===== src/rtl/devreg_pkg.sv =====
package devreg_pkg;
  localparam int DATA_W = 16;
  localparam int CHAR_W = 8;
  localparam int NREG   = 2;
  localparam int ADDR_W = 1;
  typedef enum logic [ADDR_W-1:0] {SEL_STAT = 1'b0, SEL_DATA = 1'b1} reg_sel_e;
endpackage


===== src/rtl/devreg_arb_cell.sv =====
module devreg_arb_cell #(
  parameter int DW = 16
) (
  input  logic          clk,
  input  logic          rst,
  input  logic          bus_we,
  input  logic          bus_re,
  input  logic [DW-1:0] bus_d,
  input  logic          dev_req,
  input  logic [DW-1:0] dev_d,
  output logic [DW-1:0] q,
  output logic          gnt,
  output logic          wr_stb,
  output logic          rd_stb
);
  logic dev_take;
  assign dev_take = dev_req && !bus_we && !gnt;

  always_ff @(posedge clk) begin
    if (rst) begin
      q      <= '0;
      gnt    <= 1'b0;
      wr_stb <= 1'b0;
      rd_stb <= 1'b0;
    end else begin
      wr_stb <= bus_we;
      rd_stb <= bus_re;
      gnt    <= dev_take;
      if (bus_we)        q <= bus_d;
      else if (dev_take) q <= dev_d;
    end
  end


  bus_wins_chk: assert property (@(posedge clk) disable iff (rst)
    bus_we |=> (!gnt && q == $past(bus_d)));

  gnt_has_req_chk: assert property (@(posedge clk) disable iff (rst)
    gnt |-> $past(dev_req));

  gnt_pulse_chk: assert property (@(posedge clk) disable iff (rst)
    gnt |=> !gnt);
endmodule


===== src/rtl/devreg_rd_port.sv =====
module devreg_rd_port #(
  parameter int DW   = 16,
  parameter int NREG = 2,
  parameter int AW   = 1
) (
  input  logic          clk,
  input  logic          rst,
  input  logic          rd,
  input  logic [AW-1:0] addr,
  input  logic [DW-1:0] regs [NREG],
  output logic [DW-1:0] rdata
);
  always_ff @(posedge clk) begin
    if (rst)     rdata <= '0;
    else if (rd) rdata <= regs[addr];
  end


  rdata_hold_chk: assert property (@(posedge clk) disable iff (rst)
    !rd |=> $stable(rdata));
endmodule


===== src/rtl/devreg_pair.sv =====
module devreg_pair
  import devreg_pkg::*;
(
  input  logic              clk,
  input  logic              rst,
  input  logic              bus_addr,
  input  logic              bus_rd,
  input  logic              bus_wr,
  input  logic [DATA_W-1:0] bus_wdata,
  output logic [DATA_W-1:0] bus_rdata,
  input  logic              dev_st_req,
  input  logic              dev_rdy,
  output logic              dev_st_gnt,
  input  logic              dev_dat_req,
  input  logic [CHAR_W-1:0] dev_char,
  output logic              dev_dat_gnt,
  output logic [DATA_W-1:0] st_q,
  output logic [DATA_W-1:0] dat_q,
  output logic              st_rd_stb,
  output logic              st_wr_stb,
  output logic              dat_rd_stb,
  output logic              dat_wr_stb
);
  localparam int RDY_BIT = DATA_W - 1;
  localparam int PAD_W   = DATA_W - CHAR_W;

  logic [DATA_W-1:0] dev_d  [NREG];
  logic [DATA_W-1:0] q_arr  [NREG];
  logic              req    [NREG];
  logic              gnt    [NREG];
  logic              wstb   [NREG];
  logic              rstb   [NREG];

  assign dev_d[SEL_STAT] = {dev_rdy, q_arr[SEL_STAT][RDY_BIT-1:0]};
  assign dev_d[SEL_DATA] = {{PAD_W{1'b0}}, dev_char};
  assign req[SEL_STAT]   = dev_st_req;
  assign req[SEL_DATA]   = dev_dat_req;

  for (genvar i = 0; i < NREG; i++) begin : g_cell
    devreg_arb_cell #(.DW(DATA_W)) u_cell (
      .clk    (clk),
      .rst    (rst),
      .bus_we (bus_wr && (bus_addr == ADDR_W'(i))),
      .bus_re (bus_rd && (bus_addr == ADDR_W'(i))),
      .bus_d  (bus_wdata),
      .dev_req(req[i]),
      .dev_d  (dev_d[i]),
      .q      (q_arr[i]),
      .gnt    (gnt[i]),
      .wr_stb (wstb[i]),
      .rd_stb (rstb[i])
    );
  end

  devreg_rd_port #(.DW(DATA_W), .NREG(NREG), .AW(ADDR_W)) u_rd (
    .clk  (clk),
    .rst  (rst),
    .rd   (bus_rd),
    .addr (bus_addr),
    .regs (q_arr),
    .rdata(bus_rdata)
  );

  assign st_q        = q_arr[SEL_STAT];
  assign dat_q       = q_arr[SEL_DATA];
  assign dev_st_gnt  = gnt[SEL_STAT];
  assign dev_dat_gnt = gnt[SEL_DATA];
  assign st_rd_stb   = rstb[SEL_STAT];
  assign st_wr_stb   = wstb[SEL_STAT];
  assign dat_rd_stb  = rstb[SEL_DATA];
  assign dat_wr_stb  = wstb[SEL_DATA];


  st_low_keep_chk: assert property (@(posedge clk) disable iff (rst)
    dev_st_gnt |-> (st_q[RDY_BIT-1:0] == $past(st_q[RDY_BIT-1:0])));

  dat_pad_chk: assert property (@(posedge clk) disable iff (rst)
    dev_dat_gnt |-> (dat_q[DATA_W-1:CHAR_W] == '0));
endmodule


===== config.mk =====
export PLATFORM = sky130hd
export DESIGN_NAME = devreg_pair
export DESIGN_NICKNAME = d
export VERILOG_FILES = /design/src/rtl/devreg_pkg.sv /design/src/rtl/devreg_arb_cell.sv /design/src/rtl/devreg_rd_port.sv /design/src/rtl/devreg_pair.sv
export SDC_FILE = /design/constraint.sdc
export NUM_CORES = 1
export LEC_CHECK = 0
export ABC_CLOCK_PERIOD_IN_PS = 1400
export BUFFER_PORTS_ARGS = -buffer_cell sky130_fd_sc_hd__buf_4
export CORE_MARGIN = 2
export CORE_UTILIZATION = 49
export CTS_BUF_LIST = sky130_fd_sc_hd__clkbuf_4 sky130_fd_sc_hd__clkbuf_8
export CTS_CLUSTER_SIZE = 28
export DETAILED_ROUTE_END_ITERATION = 6
export HOLD_SLACK_MARGIN = 0.1
export PLACE_DENSITY = 0.82
export REMOVE_ABC_BUFFERS = 1
export SYNTH_ARGS = -nofsm -noshare
export SYNTH_HDL_FRONTEND = slang
export SYNTH_SLANG_ARGS = --single-unit

===== constraint.sdc =====
create_clock -name clk -period 1.4 [get_ports clk]
set_input_delay 0.35 -clock clk [delete_from_list [all_inputs] [get_ports clk]]
set_output_delay 0.35 -clock clk [all_outputs]
set_load 0.01 [all_outputs]

Yosys cells after proc, flatten, opt, wreduce, memory -nomap -nowiden
Index checks and enable logic that the tools add are counted.

operators by class
  magnitude comparators = 1
  muxes and demuxes = 7
  bitwise gates (word level) = 2
  reductions and logical operators = 14

operators by type and width
  operator                                     number
  16-bit two-way mux                           7
  1-bit logical AND                            8
  1-bit zero test                              4
  2-bit nonzero test                           2
  2-bit >= comparator (second input constant)  1
  1-bit inverter with 2-bit output             1
  1-bit inverter                               1

word-level totals
  flip-flop bits (word level) = 54
  input bits = 32
  output and inout port bits = 54
  logic and storage cells = 34

Depth between registers and ports, before layout
  word-level depth = 7
  mapped depth = 5
  mapped depth without buffers = 3

Modules after synthesis
A second synthesis with hierarchy kept.

unflattened totals
  cells, all modules = 274
  area, all modules = 2688.8 µm²

modules (own cells, without submodules)
  module           times used  cells an instance  area each (µm²)  sequential area each (µm²)
  devreg_arb_cell  2           99                 973.4            380.4
  devreg_rd_port   1           71                 713.2            320.3
  devreg_pair      1           5                  28.8             0.0

Worst setup path after synthesis
OpenSTA, ideal clock, no wires.

  path type = input -> register
  start point = input port bus_addr
  end point = register g_cell[0].u_cell.q[10]
  library setup time = 57 ps
  arrival = 1083 ps
  required time = 1343 ps
  setup slack = 259 ps
  stages on the path = 4
  path buffers = 2
  cell sequence = buf_6 nor3b_4 buf_6 a22o_2

on the way
  longest elaborated chain between the ends = 3

RTL lines
  what                   RTL line               source
  from (decl)            devreg_pair.sv:6       input logic bus_addr,
  1-bit inverter (*)     devreg_pair.sv:43      .bus_we (bus_wr && (bus_addr == ADDR_W'(i))),
  1-bit logical AND (*)  devreg_pair.sv:43
  16-bit two-way mux     devreg_arb_cell.sv:29  if (bus_we) q <= bus_d;
  to (signal assigned)   devreg_arb_cell.sv:29
  to (signal assigned)   devreg_arb_cell.sv:30  else if (dev_take) q <= dev_d;
  to (decl)              devreg_arb_cell.sv:11  output logic [DW-1:0] q,

Every way passes the cells marked *; elsewhere a longest branch is shown, timed or not.
A chain may end at the register's enable or synchronous reset.

Final worst setup path
  start point = register g_cell[1].u_cell.q[1]
  end point = output port dat_q[1]

RTL lines
  what                    RTL line               source
  from (decl)             devreg_arb_cell.sv:11
  from (signal assigned)  devreg_arb_cell.sv:29
  from (signal assigned)  devreg_arb_cell.sv:30
  to (decl)               devreg_pair.sv:18      output logic [DATA_W-1:0] dat_q,

No word-level cell between the ends.

==> qor.yml <==
worstPathArrival_ns: 0.84
p_sw_share_pct: 24.7
p_leak_nw: 1.28
fmax_ghz: 0.841
rsz0062_at_grt: "no"
initial_core_util_pct: 50.7
slew_violations: 0
fill_cells: 311
io-pin-count: 86
post-place-ws_ns: 0.122
cts_tree: "yes"
final_cell_count_no_fill: 311
critPathTopFamily: "flip-flops"
route.detailed.drc: 0
required_ns: 1.05
fin_nets: 294
combPwrFrac_pct: 16.5
post-route-period-util_pct: 84.9
setup_tns_ns: 0
core_area_mm2: 0.00400
reg2reg_depth: 4
seq_power_share_pct: 55.8
hold_viol: 0
post-place-cells: 305
postPlaceCellArea_mm2: 0.00269
post_cts_buffers: 0
rows: 23
yosysUniqueCellTypes: 23
seq_area_frac_synth_pct: 53.3
grt_pass1_wl_mm: 7.62
clkLatencyLatePin_ns: 0.30
critical-path-max-stage-delay_ns: 0.39
setup_viol: 0
areaGrowthSynthToFinish_pct: 36.7
hold_path.class: "in2reg"
path_cells: "buf_4"
reg2reg_slack_ns: 0.27
dp_hpwl_mm: 3.67
cts_hold_buf: 0
hold_start: "bus_wdata[6]"
fp.dieH_um: 68.3
routed_wl_mm: 5.02
detail-route-antenna-nets: 0
reg2reg_to: "g_cell[1].u_cell.q[5]$_SDFFE_PP0P_"
crit_slowest_cell: "dfxtp_1"
p_per_area_mw_per_mm2: 1090
worstPathMaxFanout: 3
dr.pass1.iters: 4
grt_usage_pct: 22.2
timing_worst_setup_path_type: "reg2out"
clock-root-buffer: "clkbuf_8"
fp.dieW_um: 68.3
antenna_found_initial: 0
end_kind: "primary output"
r2r-start: "g_cell[1].u_cell.gnt$_SDFF_PP0_"
cp_num_cells: 1
gp_congestion: 0.767
peakVddDrop_mv: 0.852
ys_ff_latch: 54
via_per_inst: 5.37
gr-total-overflow: 0
synth_area_mm2: 0.00203
tightest_slew_ns: 0.335
num_vias: 1670
worstSetupStartpoint: "g_cell[1].u_cell.q[1]$_SDFFE_PP0P_"
first_iter_violations: 104
ctsResizeCount: 0
syn_inst: 176
p_sw_w: 0.000746
grt_max_degree: 35
worstSetupStartpointType: "flip-flop"
clkPwrFrac_pct: 27.8
fin_crit_ns: 1.19
drive_gt1_share_pct: 46.0
routedWlPerCell_um: 16.1
path_buf_inv: 1
hold_depth: 3
path_clk_slew_ns: 0.08
finalWorstSetupSlack_ns: 0.211
htree_levels: 2
port_buffers: 85
clk_path_buf_depth: 2
avgSynthCellArea_um2: 11.5
cts-buffers-inserted: 5
worstSetupEndpoint: "dat_q[1]"
clock-sinks: 54
status: "finished clean"
totalPowerFinal_w: 0.00302
cap_violations: 0
diodes: 0
grt_pass1_vias: 1545
relSlewSlack_pct: 77.7
die-area_mm2: 0.00467
final_cell_area_mm2: 0.00277
internal_power_w: 0.00227
yosysWarningCount: 0
finalClockSkew_ns: 0.00367
sequential cells by signal, summed over array words and instances, names as in the netlist:
name,cells
g_cell.u_cell.rd_stb,2
g_cell.u_cell.wr_stb,2
g_cell.u_cell.q,32
u_rd.rdata,16
g_cell.u_cell.gnt,2
cell families after synthesis:
family / synth area share, %
AND/OR/NAND/NOR: 8.46
multiplexers: 12.4
buffers and inverters: 5.37
AO/OA/AOI/OAI: 20.4
flip-flops: 53.3
worst min-delay path by stage:
stage          slack [ns]                                  to
6_report             0.25  g_cell[1].u_cell.q[6]$_SDFFE_PP0P_
5_1_grt              0.25  g_cell[1].u_cell.q[6]$_SDFFE_PP0P_
4_1_cts              0.25  g_cell[1].u_cell.q[6]$_SDFFE_PP0P_
3_5_place_dp         0.45     g_cell[1].u_cell.gnt$_SDFF_PP0_
3_3_place_gp         0.44     g_cell[1].u_cell.gnt$_SDFF_PP0_
2_1_floorplan        0.42          u_rd.rdata[0]$_SDFFE_PP0P_
power by group through the flow:
stage / Clock, W / Combinational, W / Sequential [W]
after CTS: 0.000839 / 0.000501 / 0.00168
after global placement: 0 / 0.000488 / 0.00172
after global routing: 0.000907 / 0.000536 / 0.00170
final: 0.000838 / 0.000497 / 0.00168
after detailed placement: 0 / 0.000499 / 0.00172
after floorplan: 0 / 0.000158 / 0.00175
metal layers:
layer | GRT usage, % | share of wire [%] | vias to the layer above
met5 | 0 | 0 | -
met4 | 8.50 | 1.7 | 0
met3 | 2.47 | 3.6 | 9
met2 | 40.3 | 54 | 47
met1 | 26.7 | 41 | 798
li1 | - | - | 816
final cells by class:
| class | count | area, um^2 | area share (%) |
|---|---|---|---|
| Tap cell | 50 | 62.6 | 2.26 |
| Clock buffer | 6 | 82.6 | 2.98 |
| Sequential cell | 54 | 1080 | 39.0 |
| Multi-Input combinational cell | 108 | 837 | 30.2 |
| Timing Repair Buffer | 92 | 703 | 25.4 |
| Inverter | 1 | 3.75 | 0.136 |
through the flow:
| step | hold slack (ns) | utilization [%] |
|---|---|---|
| final | 0.247 | 69.3 |
| after global routing | 0.251 | 69.3 |
| after CTS | 0.253 | 69.3 |
| after detailed placement | 0.448 | 67.2 |
| after global placement | 0.443 | 67.2 |
| after floorplan | 0.423 | - |
layout by cell type (no fill, tap or decap), types with 2 or more instances in the layout:
cell,netlist,routed
buf_4,1,91
nor2b_1,2,2
nand2_1,8,8
dfxtp_1,54,54
nor3b_1,3,3
a22o_1,9,9
nor2_1,16,16
a22o_2,15,15
o21ai_0,8,8
clkbuf_8,0,6
mux2i_1,24,24
a211oi_1,16,16
cell usage after synthesis:
master / instances / area, um^2
inv_2: 1 / 3.75
mux2_2: 1 / 11.3
a211oi_1: 16 / 120
clkbuf_1: 3 / 11.3
o21ai_0: 8 / 40.0
mux2i_1: 24 / 240
a22o_1: 9 / 78.8
nor3b_1: 3 / 22.5
buf_6: 5 / 56.3
nand2_1: 8 / 30.0
buf_2: 3 / 15.0
nor2b_1: 2 / 12.5
nor2_1: 16 / 60.1
a21oi_4: 1 / 16.3
a22o_2: 15 / 150
nor3b_4: 1 / 18.8
and3b_2: 1 / 10.0
nor2_4: 1 / 11.3
and2_1: 1 / 6.26
buf_4: 1 / 7.51
a21o_2: 1 / 8.76
buf_8: 1 / 15.0
dfxtp_1: 54 / 1080
Power figures use the tool's default switching activity.
